--- src/rtl/resp_timer_pkg.sv ---
package resp_timer_pkg;
    localparam int TIMER_W = 16;

    typedef struct packed {
        logic rise;
        logic fall;
    } edge_t;
endpackage

--- src/rtl/resp_timer_sync.sv ---
module resp_timer_sync
    import resp_timer_pkg::*;
#(
    parameter bit IDLE_LVL = 1'b1
) (
    input  logic  clk_i,
    input  logic  rst_ni,
    input  logic  async_i,
    output edge_t edge_o
);
    typedef struct packed {
        logic s1;
        logic s2;
        logic prev;
    } sync_t;

    sync_t sync_d, sync_q;

    always_comb begin
        sync_d      = sync_q;
        sync_d.s1   = async_i;
        sync_d.s2   = sync_q.s1;
        sync_d.prev = sync_q.s2;
        edge_o.rise = sync_q.s2 & ~sync_q.prev;
        edge_o.fall = ~sync_q.s2 & sync_q.prev;
    end

    always_ff @(posedge clk_i or negedge rst_ni) begin
        if (!rst_ni) begin
            sync_q <= '{s1: IDLE_LVL, s2: IDLE_LVL, prev: IDLE_LVL};
        end else begin
            sync_q <= sync_d;
        end
    end
endmodule

--- src/rtl/resp_timer_cmp.sv ---
module resp_timer_cmp #(
    parameter int W = 16
) (
    input  logic         clk_i,
    input  logic         rst_ni,
    input  logic         arm_i,
    input  logic         load_i,
    input  logic [W-1:0] a_i,
    input  logic [W-1:0] b_i,
    output logic [W-1:0] a_o,
    output logic [W-1:0] b_o
);
    typedef struct packed {
        logic [W-1:0] a;
        logic [W-1:0] b;
    } cmp_t;

    cmp_t cmp_d, cmp_q;

    always_comb begin
        cmp_d = cmp_q;
        if (load_i && !arm_i) begin
            cmp_d.a = a_i;
            cmp_d.b = b_i;
        end
        a_o = cmp_q.a;
        b_o = cmp_q.b;
    end

    always_ff @(posedge clk_i or negedge rst_ni) begin
        if (!rst_ni) begin
            cmp_q <= '{a: {W{1'b1}}, b: {W{1'b1}}};
        end else begin
            cmp_q <= cmp_d;
        end
    end
endmodule

--- src/rtl/resp_timer_core.sv ---
module resp_timer_core
    import resp_timer_pkg::*;
#(
    parameter int W = 16
) (
    input  logic         clk_i,
    input  logic         rst_ni,
    input  logic         arm_i,
    input  edge_t        edge_i,
    input  logic [W-1:0] cmp_a_i,
    input  logic [W-1:0] cmp_b_i,
    output logic         start_o,
    output logic         aux_o,
    output logic [W-1:0] cnt_o
);
    localparam logic [W-1:0] CNT_MAX = {W{1'b1}};

    typedef struct packed {
        logic [W-1:0] cnt;
        logic         pend;
        logic         start;
        logic         aux;
    } core_t;

    core_t core_d, core_q;
    logic  any_edge;
    logic  hit_a;
    logic  hit_b;

    always_comb begin
        core_d   = core_q;
        any_edge = edge_i.rise | edge_i.fall;
        hit_a    = arm_i && core_q.pend && !any_edge && (core_q.cnt == cmp_a_i);
        hit_b    = !any_edge && (core_q.cnt == cmp_b_i);

        core_d.start = hit_a;

        if (!arm_i) begin
            core_d.cnt  = '0;
            core_d.pend = 1'b0;
            core_d.aux  = 1'b0;
        end else begin
            if (any_edge) begin
                core_d.cnt = '0;
            end else if (core_q.cnt != CNT_MAX) begin
                core_d.cnt = core_q.cnt + 1'b1;
            end

            if (edge_i.rise) begin
                core_d.pend = 1'b1;
            end else if (edge_i.fall || hit_a) begin
                core_d.pend = 1'b0;
            end

            if (edge_i.fall) begin
                core_d.aux = 1'b1;
            end else if (hit_b) begin
                core_d.aux = 1'b0;
            end
        end

        start_o = core_q.start;
        aux_o   = core_q.aux;
        cnt_o   = core_q.cnt;
    end

    always_ff @(posedge clk_i or negedge rst_ni) begin
        if (!rst_ni) begin
            core_q <= '0;
        end else begin
            core_q <= core_d;
        end
    end
endmodule

--- src/rtl/resp_timer.sv ---
module resp_timer
    import resp_timer_pkg::*;
#(
    parameter int W = TIMER_W
) (
    input  logic         clk_i,
    input  logic         rst_ni,
    input  logic         arm_i,
    input  logic         load_i,
    input  logic [W-1:0] cmp_a_i,
    input  logic [W-1:0] cmp_b_i,
    input  logic         pause_i,
    output logic         start_o,
    output logic         aux_o
);
    edge_t        edge_w;
    logic         rise_w;
    logic         fall_w;
    logic [W-1:0] cmp_a_w;
    logic [W-1:0] cmp_b_w;
    logic [W-1:0] cnt_w;

    assign rise_w = edge_w.rise;
    assign fall_w = edge_w.fall;

    resp_timer_sync #(.IDLE_LVL(1'b1)) u_sync (
        .clk_i   (clk_i),
        .rst_ni  (rst_ni),
        .async_i (pause_i),
        .edge_o  (edge_w)
    );

    resp_timer_cmp #(.W(W)) u_cmp (
        .clk_i  (clk_i),
        .rst_ni (rst_ni),
        .arm_i  (arm_i),
        .load_i (load_i),
        .a_i    (cmp_a_i),
        .b_i    (cmp_b_i),
        .a_o    (cmp_a_w),
        .b_o    (cmp_b_w)
    );

    resp_timer_core #(.W(W)) u_core (
        .clk_i   (clk_i),
        .rst_ni  (rst_ni),
        .arm_i   (arm_i),
        .edge_i  (edge_w),
        .cmp_a_i (cmp_a_w),
        .cmp_b_i (cmp_b_w),
        .start_o (start_o),
        .aux_o   (aux_o),
        .cnt_o   (cnt_w)
    );
endmodule

--- config.mk ---
export PLATFORM = sky130hd
export DESIGN_NAME = resp_timer
export DESIGN_NICKNAME = d
export VERILOG_FILES = /design/src/rtl/resp_timer_pkg.sv /design/src/rtl/resp_timer_sync.sv /design/src/rtl/resp_timer_cmp.sv /design/src/rtl/resp_timer_core.sv /design/src/rtl/resp_timer.sv
export SDC_FILE = /design/constraint.sdc
export NUM_CORES = 1
export LEC_CHECK = 0
export BUFFER_PORTS_ARGS = -buffer_cell sky130_fd_sc_hd__buf_2
export CAP_MARGIN = 20
export CORE_ASPECT_RATIO = 0.7
export CORE_UTILIZATION = 50
export DETAILED_ROUTE_END_ITERATION = 6
export PLACE_DENSITY_LB_ADDON = 0.3
export SYNTH_ARGS = -nofsm -noshare
export SYNTH_HDL_FRONTEND = slang
export SYNTH_HIERARCHICAL = 1
export SYNTH_SLANG_ARGS = --single-unit
--- constraint.sdc ---
create_clock -name clk_i -period 5.3 [get_ports clk_i]
set_input_delay 1.06 -clock clk_i [delete_from_list [all_inputs] [get_ports clk_i]]
set_output_delay 1.06 -clock clk_i [all_outputs]
set_load 0.005 [all_outputs]
# Word-level counts from Yosys, hierarchy flattened
# Cells that the tools add are included.
[totals]
ff_bits = 54
inputBits = 37
out_inout_bits = 2
word_cells = 37
[op_classes]
addsub = 1
eq_ne = 6
muxes = 8
bitwise = 5
reduce_logical = 8
[op_table]
columns = ["op", "n"]
rows = [
  ["equality test 16 bit", 2],
  ["two-way mux 16 bit", 2],
  ["two-way mux 17 bit", 1],
  ["adder 16 x 1 -> 16 bit (second input constant)", 1],
  ["inequality test 16 bit (second input constant)", 1],
  ["inequality test 3 x 1 -> 1 bit (second input constant)", 3],
  ["logical AND 1 bit", 5],
  ["two-way mux 1 bit", 5],
  ["AND 1 bit", 2],
  ["logical NOT 1 bit", 2],
  ["NOT 1 bit", 2],
  ["logical OR 1 bit", 1],
  ["OR 1 bit", 1],
]

# Logic depth before layout (Yosys ltp)
[logic_depth]
ltp_word = 10
mapped_depth = 5
ltp_nobuf = 5

# Modules after synthesis
# The synthesis kept the hierarchy.
[modules_own_cells]
columns = ["mod", "n_inst", "cells_per_inst", "area_per_inst_um2", "seq_area_each_um2"]
rows = [
  ["resp_timer_core", 1, 163, 1537.7, 475.5],
  ["resp_timer_cmp", 1, 69, 1398.8, 840.8],
  ["resp_timer_sync", 1, 5, 93.8, 78.8],
]

# Worst setup path after synthesis
# No wires, ideal clock.
[synth_timing]
path_type = "input port to flip-flop"
from = "input port arm_i"
to = "register u_core.core_q (netlist bit u_core/cnt_o[6])"
setup_time_ps = 110
arrival_ps = 1759
required_time_ps = 5190
path_slack_ps = 3431
path_stages = 3
n_path_buf = 0
path_cell_list = "nor3b_1 > o311ai_0 > o41ai_1"
[synth_via]
elab_chain_cells = 1
word_cells_on_any_way = 2
classes_between = "eq/ne: 1; mux: 1"
[synth_rtl]
columns = ["element", "line", "text"]
rows = [
  ["start: declaration", "resp_timer.sv:8", "input logic arm_i,"],
  ["inequality test 3 x 1 -> 1 bit (no line) / two-way mux 17 bit (equally long branches)", "n/a", ""],
  ["end signal: assignment", "resp_timer_core.sv:71", "core_q <= core_d;"],
  ["end: declaration", "resp_timer_core.sv:25", "core_t core_d, core_q;"],
]
# Parallel ways exist; a longest one is shown, timed or not.
# A chain may end at the register's enable or synchronous reset.

# Worst setup path after layout
# Ends and elaborated chain as after synthesis.

==> flow_metrics.py <==
metrics = {
    "worst_setup_path": {
        "critPathRequiredTime_ns": 5.48,
        "cp_num_buf_inv": 1,
        "crit_end": "u_core/cnt_o[6]",
        "cp_top_family": "simple AND/OR/NAND/NOR gates",
        "cp_max_fo": 7,
        "r2r-start": "u_sync/sync_d[0]",
        "crit_start": "arm_i",
        "reg2regPathDepth": 4,
        "r2r-end": "u_core/cnt_o[6]",
        "reg2reg_slack_ns": 3.31,
        "startpoint_type": "input port",
        "crit_type": "in -> reg",
        "crit_path_max_incr_delay_ns": 0.70,
        "slowest_stage": "nor3b_1",
        "cp.depth": 4,
        "cp.arrival_ns": 2.32,
        "path_cells": "buf_2 > nor3b_1 > o311ai_0 > o41ai_1",
        "end_kind": "register",
    },
    "power": {
        "p_leak_nw": 1.313,
        "peakVddDrop_mv": 0.1802,
        "pwr_density_cell_mw_per_mm2": 291.8,
    },
    "sta": {
        "hold_viol_final": 0,
        "slew_violations": 0,
        "finClkSkew_ns": 0.008862,
        "fmax_mhz": 468.7,
        "tns_ns": 0,
        "period_share_pct": 40.26,
        "slew_headroom_pct": 45.11,
        "worst_pin_slew_ns": 0.8216,
        "setup_viol": 0,
        "rsz0062_at_grt": "no",
        "fin_ws_ns": 3.166,
        "finalCriticalPeriod_ns": 2.134,
    },
    "finish": {
        "diodes": 0,
        "drive_above_1_share_pct": 49.21,
        "final_net_count": 291,
        "area_delta_synth_final_pct": 8.297,
        "design_area_mm2": 0.003152,
    },
    "clock_tree": {
        "clkTransAtPathRegs_ns": 0.09,
        "cts.sinks": 54,
        "post_cts_buffers": 0,
        "cts_hold_buf": 0,
        "cts-root-buf": "clkbuf_8",
        "htreeDepth": 2,
        "numCtsBuffers": 5,
        "clock_latency_ns": 0.30,
        "cts_resized": 0,
        "cts_tree": "yes",
        "cts_buffer_depth": 2,
    },
    "placement": {
        "placement.cell_area_mm2": 0.003042,
        "port_buffers": 38,
        "place_congestion": 0.8013,
        "dp_slack_ns": 2.882,
        "dp_hpwl_um": 3753,
    },
    "floorplanning": {
        "initial_utilization_pct": 53.67,
        "rows": 22,
        "die_h_um": 65.83,
        "die_area_mm2": 0.006134,
        "core_area_mm2": 0.005423,
        "top_level_ports": 39,
        "die_x_um": 93.19,
    },
    "drt": {
        "vias_per_cell": 5.494,
        "ant_nets": 0,
        "drc": 0,
        "dr.pass1.iters": 4,
        "via_count": 1791,
        "routedWlPerCell_um": 16.02,
        "wl_um": 5223,
        "drt_iter0_markers": 119,
    },
    "run": {
        "maxCapViolations": 0,
    },
    "grt": {
        "grt_util_all_layers_pct": 18.95,
        "grt_max_degree": 55,
        "grt_overflow": 0,
        "antenna_found_initial": 0,
        "grt_pass1_wl_um": 8749,
        "grt_pass1_vias": 1703,
    },
    "synthesis": {
        "yosys_warnings": 6,
        "synthesis.nets": 259,
        "syn_area_mm2": 0.002910,
        "synthCells": 221,
        "avgSynthCellArea_um2": 13.17,
    },
    "outcome": {
        "status": "finished clean",
    },
    "worst_hold_path": {
        "min_path_type": "reg -> reg",
    },
}
[layout by cell type (no fill, tap or decap), types with 3 or more instances in the layout]
cell type,instances
nor3_1,3
nor2_1,10
o21ai_0,5
buf_2,38
mux2_4,30
clkbuf_8,5
a31oi_1,4
nand3_1,3
dfstp_2,35
nand4_1,11
mux2i_1,3
nand2_1,9
dfrtp_1,19
a21oi_1,4
xnor2_1,34
[layer usage]
metal | GRT usage [%] | vias to the layer above | wire [um]
li1 | - | 854 | -
met1 | 29.10 | 895 | 2667
met2 | 27.76 | 40 | 2286
met3 | 4.598 | 2 | 254
met4 | 2.308 | 0 | 14
met5 | 0 | - | 0
[worst min path at each step]
stage | startpoint | to | slack, ns | cells after the start
2_1_floorplan | u_sync/sync_d[1] | u_sync/sync_d[0] | 0.35 | 0
3_3_place_gp | u_sync/sync_d[1] | u_sync/sync_d[0] | 0.35 | 0
3_5_place_dp | u_sync/sync_d[1] | u_sync/sync_d[0] | 0.35 | 0
4_1_cts | u_sync/sync_d[1] | u_sync/sync_d[0] | 0.36 | 0
5_1_grt | u_sync/sync_d[1] | u_sync/sync_d[0] | 0.37 | 0
6_report | u_sync/sync_d[1] | u_sync/sync_d[0] | 0.36 | 0
[worst register-to-register path: stages (launching register included)]
cell	delay, ns
dfstp_2	0.55
and2b_2	0.23
nor3b_1	0.69
o311ai_0	0.28
o41ai_1	0.13
[metrics by stage]
| step | total power [mW] | util (%) | cells | hold WS, ns |
|---|---|---|---|---|
| floorplan | 0.6194 | - | 221 | 0.3452 |
| global placement | 0.6537 | 56.09 | 318 | 0.3461 |
| detailed placement | 0.6574 | 56.09 | 318 | 0.3501 |
| CTS | 0.9327 | 58.12 | 326 | 0.3644 |
| global route | 0.9689 | 58.12 | 326 | 0.3665 |
| finish | 0.9197 | 58.12 | 326 | 0.3623 |
[state kept, by name, indices dropped and copies added, names as in the netlist]
name / cells
u_cmp/a_o: 16
u_cmp/b_o: 16
u_core/cnt_o: 16
u_sync/sync_d: 2
u_core/aux_o: 1
u_core/core_q: 1
u_core/start_o: 1
u_sync/sync_q: 1
[report_power, final]
part / switching [mW] / total, mW / leakage [nW] / internal [mW]
Combinational: 0.0471 / 0.137 / 0.631 / 0.0896
Sequential: 0.0322 / 0.512 / 0.631 / 0.480
Clock: 0.130 / 0.271 / 0.0514 / 0.141
Total: 0.209 / 0.920 / 1.31 / 0.711
[final cells by class]
class | instances | area, um2
Multi-Input combinational cell | 152 | 1351
Clock inverter | 2 | 37.54
Sequential cell | 54 | 1395
Fill cell | 459 | 2271
Clock buffer | 6 | 72.57
Tap cell | 72 | 90.09
Timing Repair Buffer | 40 | 205.2
No activity file was read; power rests on OpenSTA's default activity.
